[src/rtl/sdd_pkg.sv]
package sdd_pkg;

    // Depth of the digital delay line and the width of the code that picks a tap
    localparam int DLY_DEPTH  = 8;
    localparam int DLY_CODE_W = $clog2(DLY_DEPTH);

    // Register addresses and field positions
    localparam logic ADDR_CTRL = 1'b0;
    localparam logic ADDR_DLY  = 1'b1;
    localparam int   SEL_BIT   = 0;
    localparam int   SPI_BIT   = DLY_CODE_W;
    localparam int   PHA_BIT   = DLY_CODE_W + 1;
    localparam int   DLY_REG_W = DLY_CODE_W + 2;

    typedef struct packed {
        logic                  phase;
        logic                  spi;
        logic [DLY_CODE_W-1:0] code;
    } dly_reg_t;

    typedef enum logic {
        PATH_BYPASS  = 1'b0,
        PATH_DIGITAL = 1'b1
    } path_e;

    function automatic path_e path_of(input logic [DLY_CODE_W-1:0] code);
        return (code == '0) ? PATH_BYPASS : PATH_DIGITAL;
    endfunction

endpackage

[src/rtl/sdd_regs.sv]
module sdd_regs
    import sdd_pkg::*;
#(
    parameter int DATA_W = 8
) (
    input  logic              clk,
    input  logic              rst,
    input  logic              we,
    input  logic              addr,
    input  logic [DATA_W-1:0] wdata,
    output logic [DATA_W-1:0] rdata,
    output logic              sel_o,
    output dly_reg_t          cfg_o
);

    logic     sel_q;
    dly_reg_t cfg_q;

    always_ff @(posedge clk) begin
        if (rst) begin
            sel_q <= 1'b0;
            cfg_q <= '0;
        end else if (we) begin
            if (addr == ADDR_CTRL) begin
                sel_q <= wdata[SEL_BIT];
                if (!wdata[SEL_BIT])
                    cfg_q.code <= '0;
            end else if (sel_q) begin
                cfg_q <= dly_reg_t'(wdata[DLY_REG_W-1:0]);
            end
        end
    end

    always_comb begin
        rdata = '0;
        if (addr == ADDR_CTRL)
            rdata[SEL_BIT] = sel_q;
        else if (sel_q)
            rdata[DLY_REG_W-1:0] = cfg_q;
    end

    logic wdata_unused;
    assign wdata_unused = ^wdata[DATA_W-1:DLY_REG_W];

    assign sel_o = sel_q;
    assign cfg_o = cfg_q;

    // the code is at bypass whenever the select bit is clear
    p_code_cleared_r5: assert property (@(posedge clk) disable iff (rst)
        !sel_q |-> cfg_q.code == '0);

    // a delay-register write with select clear leaves every field alone
    p_locked_write_r4: assert property (@(posedge clk) disable iff (rst)
        (we && addr == ADDR_DLY && !sel_q) |=> $stable(cfg_q));

    // a delay-register read with select clear gives zero
    p_locked_read_r6: assert property (@(posedge clk) disable iff (rst)
        (addr == ADDR_DLY && !sel_q) |-> rdata == '0);

    // bits outside the defined fields read zero
    p_unassigned_zero_r7: assert property (@(posedge clk) disable iff (rst)
        rdata[DATA_W-1:DLY_REG_W] == '0);

endmodule

[src/rtl/sdd_shift_line.sv]
module sdd_shift_line
    import sdd_pkg::*;
#(
    parameter int DEPTH = DLY_DEPTH
) (
    input  logic             clk,
    input  logic             rst,
    input  logic             din,
    output logic [DEPTH-1:0] taps
);

    logic [DEPTH-1:0] stage_q;

    genvar j;
    generate
        for (j = 0; j < DEPTH; j++) begin : g_stage
            if (j == 0) begin : g_head
                always_ff @(posedge clk) begin
                    if (rst) stage_q[0] <= 1'b0;
                    else     stage_q[0] <= din;
                end
                // the first stage holds the input seen at the last edge
                p_head_capture_r3: assert property (@(posedge clk) disable iff (rst)
                    !$past(rst) |-> stage_q[0] == $past(din));
            end else begin : g_body
                always_ff @(posedge clk) begin
                    if (rst) stage_q[j] <= 1'b0;
                    else     stage_q[j] <= stage_q[j-1];
                end
                // each later stage trails its neighbour by one cycle
                p_stage_shift_r3: assert property (@(posedge clk) disable iff (rst)
                    !$past(rst) |-> stage_q[j] == $past(stage_q[j-1]));
            end
        end
    endgenerate

    assign taps = stage_q;

endmodule

[src/rtl/sdd_tap_mux.sv]
module sdd_tap_mux
    import sdd_pkg::*;
#(
    parameter int DEPTH = DLY_DEPTH
) (
    input  logic                  raw,
    input  logic [DEPTH-1:0]      taps,
    input  logic [DLY_CODE_W-1:0] code,
    output logic                  dout
);

    path_e path;

    always_comb begin
        path = path_of(code);
        dout = raw;
        if (path == PATH_DIGITAL)
            dout = taps[code];
    end

endmodule

[src/rtl/sda_delay_unit.sv]
module sda_delay_unit
    import sdd_pkg::*;
#(
    parameter int DATA_W = 8
) (
    input  logic              clk,
    input  logic              rst,
    input  logic              cfg_we,
    input  logic              cfg_addr,
    input  logic [DATA_W-1:0] cfg_wdata,
    output logic [DATA_W-1:0] cfg_rdata,
    input  logic              sda_raw,
    output logic              sda_out
);

    logic                 sel;
    dly_reg_t             cfg;
    logic [DLY_DEPTH-1:0] taps;

    sdd_regs #(.DATA_W(DATA_W)) u_regs (
        .clk   (clk),
        .rst   (rst),
        .we    (cfg_we),
        .addr  (cfg_addr),
        .wdata (cfg_wdata),
        .rdata (cfg_rdata),
        .sel_o (sel),
        .cfg_o (cfg)
    );

    sdd_shift_line #(.DEPTH(DLY_DEPTH)) u_line (
        .clk  (clk),
        .rst  (rst),
        .din  (sda_raw),
        .taps (taps)
    );

    sdd_tap_mux #(.DEPTH(DLY_DEPTH)) u_mux (
        .raw  (sda_raw),
        .taps (taps),
        .code (cfg.code),
        .dout (sda_out)
    );

    logic sel_unused;
    assign sel_unused = sel;

    // with a zero code the pad sees the shifter output directly
    p_bypass_r2: assert property (@(posedge clk) disable iff (rst)
        cfg.code == '0 |-> sda_out == sda_raw);

    // reset leaves the register file cleared
    p_reset_clear_r1: assert property (@(posedge clk)
        $past(rst) |-> (cfg == '0 && !sel));

endmodule

[config.mk]
export PLATFORM = sky130hd
export DESIGN_NAME = sda_delay_unit
export DESIGN_NICKNAME = d
export VERILOG_FILES = /design/src/rtl/sdd_pkg.sv /design/src/rtl/sdd_regs.sv /design/src/rtl/sdd_shift_line.sv /design/src/rtl/sdd_tap_mux.sv /design/src/rtl/sda_delay_unit.sv
export SDC_FILE = /design/constraint.sdc
export NUM_CORES = 1
export LEC_CHECK = 0
export ABC_CLOCK_PERIOD_IN_PS = 2200
export BUFFER_PORTS_ARGS = -buffer_cell sky130_fd_sc_hd__buf_2
export CAP_MARGIN = 10
export CELL_PAD_IN_SITES_DETAIL_PLACEMENT = 1
export CELL_PAD_IN_SITES_GLOBAL_PLACEMENT = 1
export CORE_AREA = 4 4 46 48
export CTS_BUF_LIST = sky130_fd_sc_hd__clkbuf_4 sky130_fd_sc_hd__clkbuf_8
export DETAILED_ROUTE_END_ITERATION = 8
export DIE_AREA = 0 0 50 52
export MAX_ROUTING_LAYER = met4
export PLACE_DENSITY_LB_ADDON = 0.1
export SYNTH_ARGS = -nofsm -noshare
export SYNTH_HDL_FRONTEND = slang
export SYNTH_SLANG_ARGS = --single-unit
[constraint.sdc]
create_clock -name clk -period 2.2 [get_ports clk]
set_input_delay 0.66 -clock clk [delete_from_list [all_inputs] [get_ports clk]]
set_output_delay 0.66 -clock clk [all_outputs]
set_load 0.03 [all_outputs]
==> impl_metrics.yaml, run 1 <==
power:
  p_total_uw: 500
  p_int_uw: 379
  seqPwrFrac_pct: 52.4
  pwr-share-comb_pct: 9.8
  leakagePower_uw: 0.000343
  powerDensity_mw_per_mm2: 662
  ir_drop_mv: 0.324
  switching_power_uw: 121
  switching_share_pct: 24.1
  p_clk_share_pct: 37.8
place:
  pre_cts_slack_ns: -0.145
  port_buffers: 15
  routabilityCongestion: 0.728
  dp.final_hpwl_um: 947
  dp_cells: 98
final_layout:
  fin_cells: 104
  drive_above_1_share_pct: 36.7
  area_growth_pct: 26.4
  fin_util_pct: 44.2
  antenna_cells: 0
  nNetsFinal: 93
die:
  rows: 15
  dieArea_mm2: 0.00260
  pin_count: 22
  core_area_mm2: 0.00171
  die_y_um: 52
  die_x_um: 50
  initial_core_util_pct: 34.9
synthesis:
  synth_xor_area_share_pct: 0
  synth_top_area_share_pct: 47.0
  synth_top_family_by_area: "simple AND/OR/NAND/NOR gates"
  async_flop_share_pct: 0
  synth_adder_area_share_pct: 0
  synth_compound_gate_area_share_pct: 8.81
  synth.area.top_cells: "dfxtp_1 47%, nor2b_1 10%, mux4_1 8.8%"
  seq_area_frac_synth_pct: 47.0
  synth_warnings: 0
  syn_inst: 60
  synth.most_common_cell: "dfxtp_1"
  syn_area_um2: 597
  synth-simple-area-share_pct: 22.6
  synth_mux_area_share_pct: 14.0
  synthFlopType: "dfxtp_1"
  ys_types: 21
  syn_area_per_cell_um2: 9.95
  ys_ff_latch: 14
  synth_edf_count: 0
  yosysTopAreaCell: "dfxtp_1"
  synth_common_cells: "14 x dfxtp_1, 10 x nor2b_1"
routing:
  drt-initial-drc-count: 1
  wl_per_cell_um: 12.9
  drc: 0
  via_per_inst: 4.68
  ant_nets: 0
  first_pass_iters: 3
  vias: 487
  drt-total-wl_um: 1340
global_route:
  track_usage_pct: 12.5
  antenna_found_initial: 0
  grt_first_pass_wirelength_um: 2320
  grt_pass1_vias: 497
  grt_max_degree: 15
  grt_overflow_total: 0
worst_setup_path:
  critPathRequiredTime_ns: 1.54
  path_class: "in -> out"
  end_kind: "primary output"
  crit_arrival_ns: 1.62
  crit_start: "sda_raw"
  rrSetupSlack_ns: 1.11
  rr_startpoint: "u_regs.sel_o"
  critPathMaxFanout: 2
  startpoint_type: "primary input"
cts:
  clkSlewWorstSetupHoldPaths_ns: 0.09
  cts_tree: "built"
  worstSkewPairLatency_ns: 0.28
  cts_buffer_depth: 2
  ctsHoldBuffers: 0
  clockRootBuffer: "clkbuf_4"
  cts_max_level: 1
  clkSinkCount: 14
  cts_made_buffers: 3
sta:
  drv_slew: 0
  holdWs_ns: 0.446
  finClkSkew_ns: 0.00217
  rsz0062_at_grt: "true"
  period_needed_ns: 2.28
  setup_ws_ns: -0.0768
  hold_viol: 0
  fmax_mhz: 439
  fin_crit_sh_pct: 103
  setup_viol: 1
run:
  cap_violations: 0
worst_hold_path:
  hp-class: "reg -> reg"
  hp-start: "u_line.taps[0]"
status:
  failed_checks: "negative setup slack"
  outcome: "finished with violations"
==> registers in the layout, indices dropped and copies added, names as in the netlist <==
name / flops
u_regs.sel_o: 1
u_regs.cfg_o: 5
u_line.taps: 8
==> per-stage QoR <==
| stage | setup TNS [ns] | area (um2) |
|---|---|---|
| 2_1_floorplan | 0 | 604 |
| 3_3_place_gp | -0.145 | 692 |
| 3_5_place_dp | -0.145 | 692 |
| 4_1_cts | -0.0777 | 741 |
| 5_1_grt | -0.0888 | 754 |
| 6_report | -0.0768 | 754 |
==> kinds of logic after synthesis <==
logic type	Yosys count
other	1
and+or+nand+nor	23
AOI/OAI and AO/OA	9
DFF	14
buffers and inverters	8
muxes	5
==> cell usage in the layout (no fill, tap or decap) <==
cell      count
a21oi_1       2
and3_1        3
mux2_4        1
nand3b_1      1
conb_1        3
clkbuf_4      3
nor2_1        2
nand4_1       3
dfxtp_1      12
clkbuf_8      1
nor2b_1      10
mux2i_1       2
buf_4         4
o21ai_0       3
mux4_2        2
nand3_1       1
a31oi_1       2
o31ai_1       1
nand2_1       2
buf_2        13
a21boi_1      1
buf_6         2
inv_1         2
and3_2        1
dfxtp_2       2
==> what timing repair did <==
item	4_1_cts	5_1_grt
cloned	0	0
endpoints found under the setup margin	1	1
buffers inserted	0	2
gates resized for setup	5	3
==> final timing paths <==
kind	end	cells after the start
min	u_line.taps[1]	1
max reg2reg	u_regs.cfg_o[0]	3
min reg2reg	u_line.taps[1]	1
max	sda_out	4
==> routing by layer <==
layer | up-vias | track usage [%] | share of wire, %
li1 | 241 | - | -
met1 | 233 | 15.5 | 48
met2 | 11 | 17.6 | 47
met3 | 2 | 3.72 | 3.6
met4 | 0 | 8.29 | 0.97
met5 | - | - | 0
==> worst max-delay path: stages <==
cell,delay (ns)
buf_6,0.09
mux4_2,0.44
mux2_4,0.28
buf_6,0.14
==> power groups by stage <==
stage	sequential [uW]	combinational (uW)	clock (uW)
after CTS	262	47.4	195
after detailed placement	268	43.3	0
after floorplan	266	32.4	0
after global routing	263	53.4	211
after global placement	268	43.1	0
final	262	48.8	189
==> final cells by class <==
type,instances,area (um2)
fillers,213,953
flip-flops and latches,14,283
inverters,2,7.51
multi-input cells,40,279
well taps,25,31.3
clock buffers,4,36.3
repair buffers,19,118
Note: power is estimated with default switching activity, not from simulation.
==> inputs of run 2 (changes only) <==
- CORE_AREA: 4 4 46 48 -> 4 4 50 52
- DIE_AREA: 0 0 50 52 -> 0 0 54 56
- REMOVE_ABC_BUFFERS: not set -> 1
==> run 2 against run 1 <==
The flow still finishes with violations (negative setup slack). Sequential share of layout area is 0.57 points higher. Via count decreased by 1.2%. Maximum frequency decreased by 0.51%. Clock skew shrank 0.0016 ns. Register-to-register slack about the same. Non-clock buffer count is 2 lower. Sequential power about the same. Sequential cell count is the same. Hold slack gained 0.0026 ns. Total power decreased by 0.91%. Final area shrank 1.5%. Critical path depth is the same. Largest cell class unchanged.
==> impl_metrics.yaml, run 2 (same netlist as run 1, synthesis figures left out) <==
final_layout:
  final_cell_mix: "13 x buf_2, 12 x dfxtp_1, 10 x nor2b_1"
  drive_above_1_share_pct: 35.1
  layout_commonest_cell: "buf_2"
  nNetsFinal: 91
  largest_reg_flops: 8
  antenna_cells: 0
  area_growth_pct: 24.5
global_route:
  grt_max_degree: 15
  grt_first_pass_wirelength_um: 2260
  antenna_found_initial: 0
  grt_overflow_total: 0
  grt_pass1_vias: 495
  track_usage_pct: 10.8
routing:
  wl_per_cell_um: 12.4
  vias: 481
  via_per_inst: 4.58
  drt-initial-drc-count: 2
  drc: 0
  first_pass_iters: 2
  ant_nets: 0
  drt-total-wl_um: 1300
worst_setup_path:
  critPathRequiredTime_ns: 1.54
  startpoint_type: "primary input"
  slowest_delay_ns: 0.45
  end_kind: "primary output"
  crit_path_cell_trace: "buf_6, mux4_2, mux2_4, buf_6"
  crit_family: "multiplexers"
  critPathMaxFanout: 2
  cp_num_buf_inv: 2
  path_class: "in -> out"
  critPathSlowestCell: "mux4_2"
  crit_top_cell: "buf_6"
  crit_arrival_ns: 1.63
cts:
  cts_max_level: 1
  clkSinkCount: 14
  ctsHoldBuffers: 0
  post_cts_buffers: 0
  cts_buffer_depth: 2
  cts_made_buffers: 3
  cts_tree: "built"
  worstSkewPairLatency_ns: 0.27
  clkSlewWorstSetupHoldPaths_ns: 0.09
  clockRootBuffer: "clkbuf_4"
sta:
  rsz0062_at_grt: "true"
  fmax_mhz: 437
  holdWs_ns: 0.449
  fin_crit_sh_pct: 104
  setup_tns_ns: -0.0885
  hold_viol: 0
  setup_viol: 1
  drv_slew: 0
  period_needed_ns: 2.29
  finClkSkew_ns: 0.000574
  setup_ws_ns: -0.0885
power:
  powerDensity_mw_per_mm2: 666
  ir_drop_mv: 0.378
  leakagePower_uw: 0.000332
status:
  failed_checks: "negative setup slack"
  outcome: "finished with violations"
die:
  die_x_um: 54
  pin_count: 22
  dieArea_mm2: 0.00302
  core_area_mm2: 0.00211
  initial_core_util_pct: 28.3
  rows: 17
  die_y_um: 56
run:
  cap_violations: 0
worst_hold_path:
  hp-class: "reg -> reg"
place:
  routabilityCongestion: 0.709
  port_buffers: 15
  pre_cts_slack_ns: -0.159
run 2: changes by cell type in the layout (fill, tap and decap cells not counted):
cell      previous run  this run
a21boi_0             0         1
a21boi_1             1         0
buf_4                4         2
run 2: through the flow:
stage / total power [uW] / std cells / area, um2 / utilization [%]
finish: 495 / 105 / 743 / 35.3
global placement: 311 / 101 / 696 / 33.0
global route: 530 / 105 / 743 / 35.3
floorplan: 289 / 56 / 571 / -
CTS: 510 / 105 / 744 / 35.4
detailed placement: 312 / 101 / 696 / 33.0
run 2: cell type report:
class                   count  area (um2)
fillers                   257        1360
flip-flops and latches     14         283
multi-input cells          40         279
repair buffers             17         103
clock buffers               4        36.3
well taps                  28        35.0
inverters                   2        7.51
run 2: path summary, 6_finish.rpt:
| path | cells past startpoint | end | start | slack (ns) |
|---|---|---|---|---|
| min reg2reg | 1 | u_line.taps[1] | u_line.taps[0] | 0.45 |
| max reg2reg | 3 | u_regs.cfg_o[0] | u_regs.sel_o | 1.12 |
| max | 4 | sda_out | sda_raw | -0.09 |
| min | 1 | u_line.taps[1] | u_line.taps[0] | 0.45 |
run 2: routing by layer:
metal | routed length (um) | vias up | share of wire (%) | GRT usage [%]
li1 | - | 237 | - | -
met1 | 643 | 228 | 49 | 13.6
met2 | 565 | 14 | 43 | 14.9
met3 | 74 | 2 | 5.7 | 3.22
met4 | 17 | 0 | 1.3 | 6.41
met5 | 0 | - | 0 | -
run 2: what timing repair did:
action | 4_1_cts | 5_1_grt
pin swaps | 0 | 0
setup endpoints to repair | 1 | 1
gates resized for setup | 5 | 3
endpoints found under the hold margin | 0 | 0
run 2: power by group:
part | switching [uW] | internal, uW
registers | 4.07 | 258
clock network | 85.3 | 101
logic | 28.1 | 19.1
total | 117 | 378
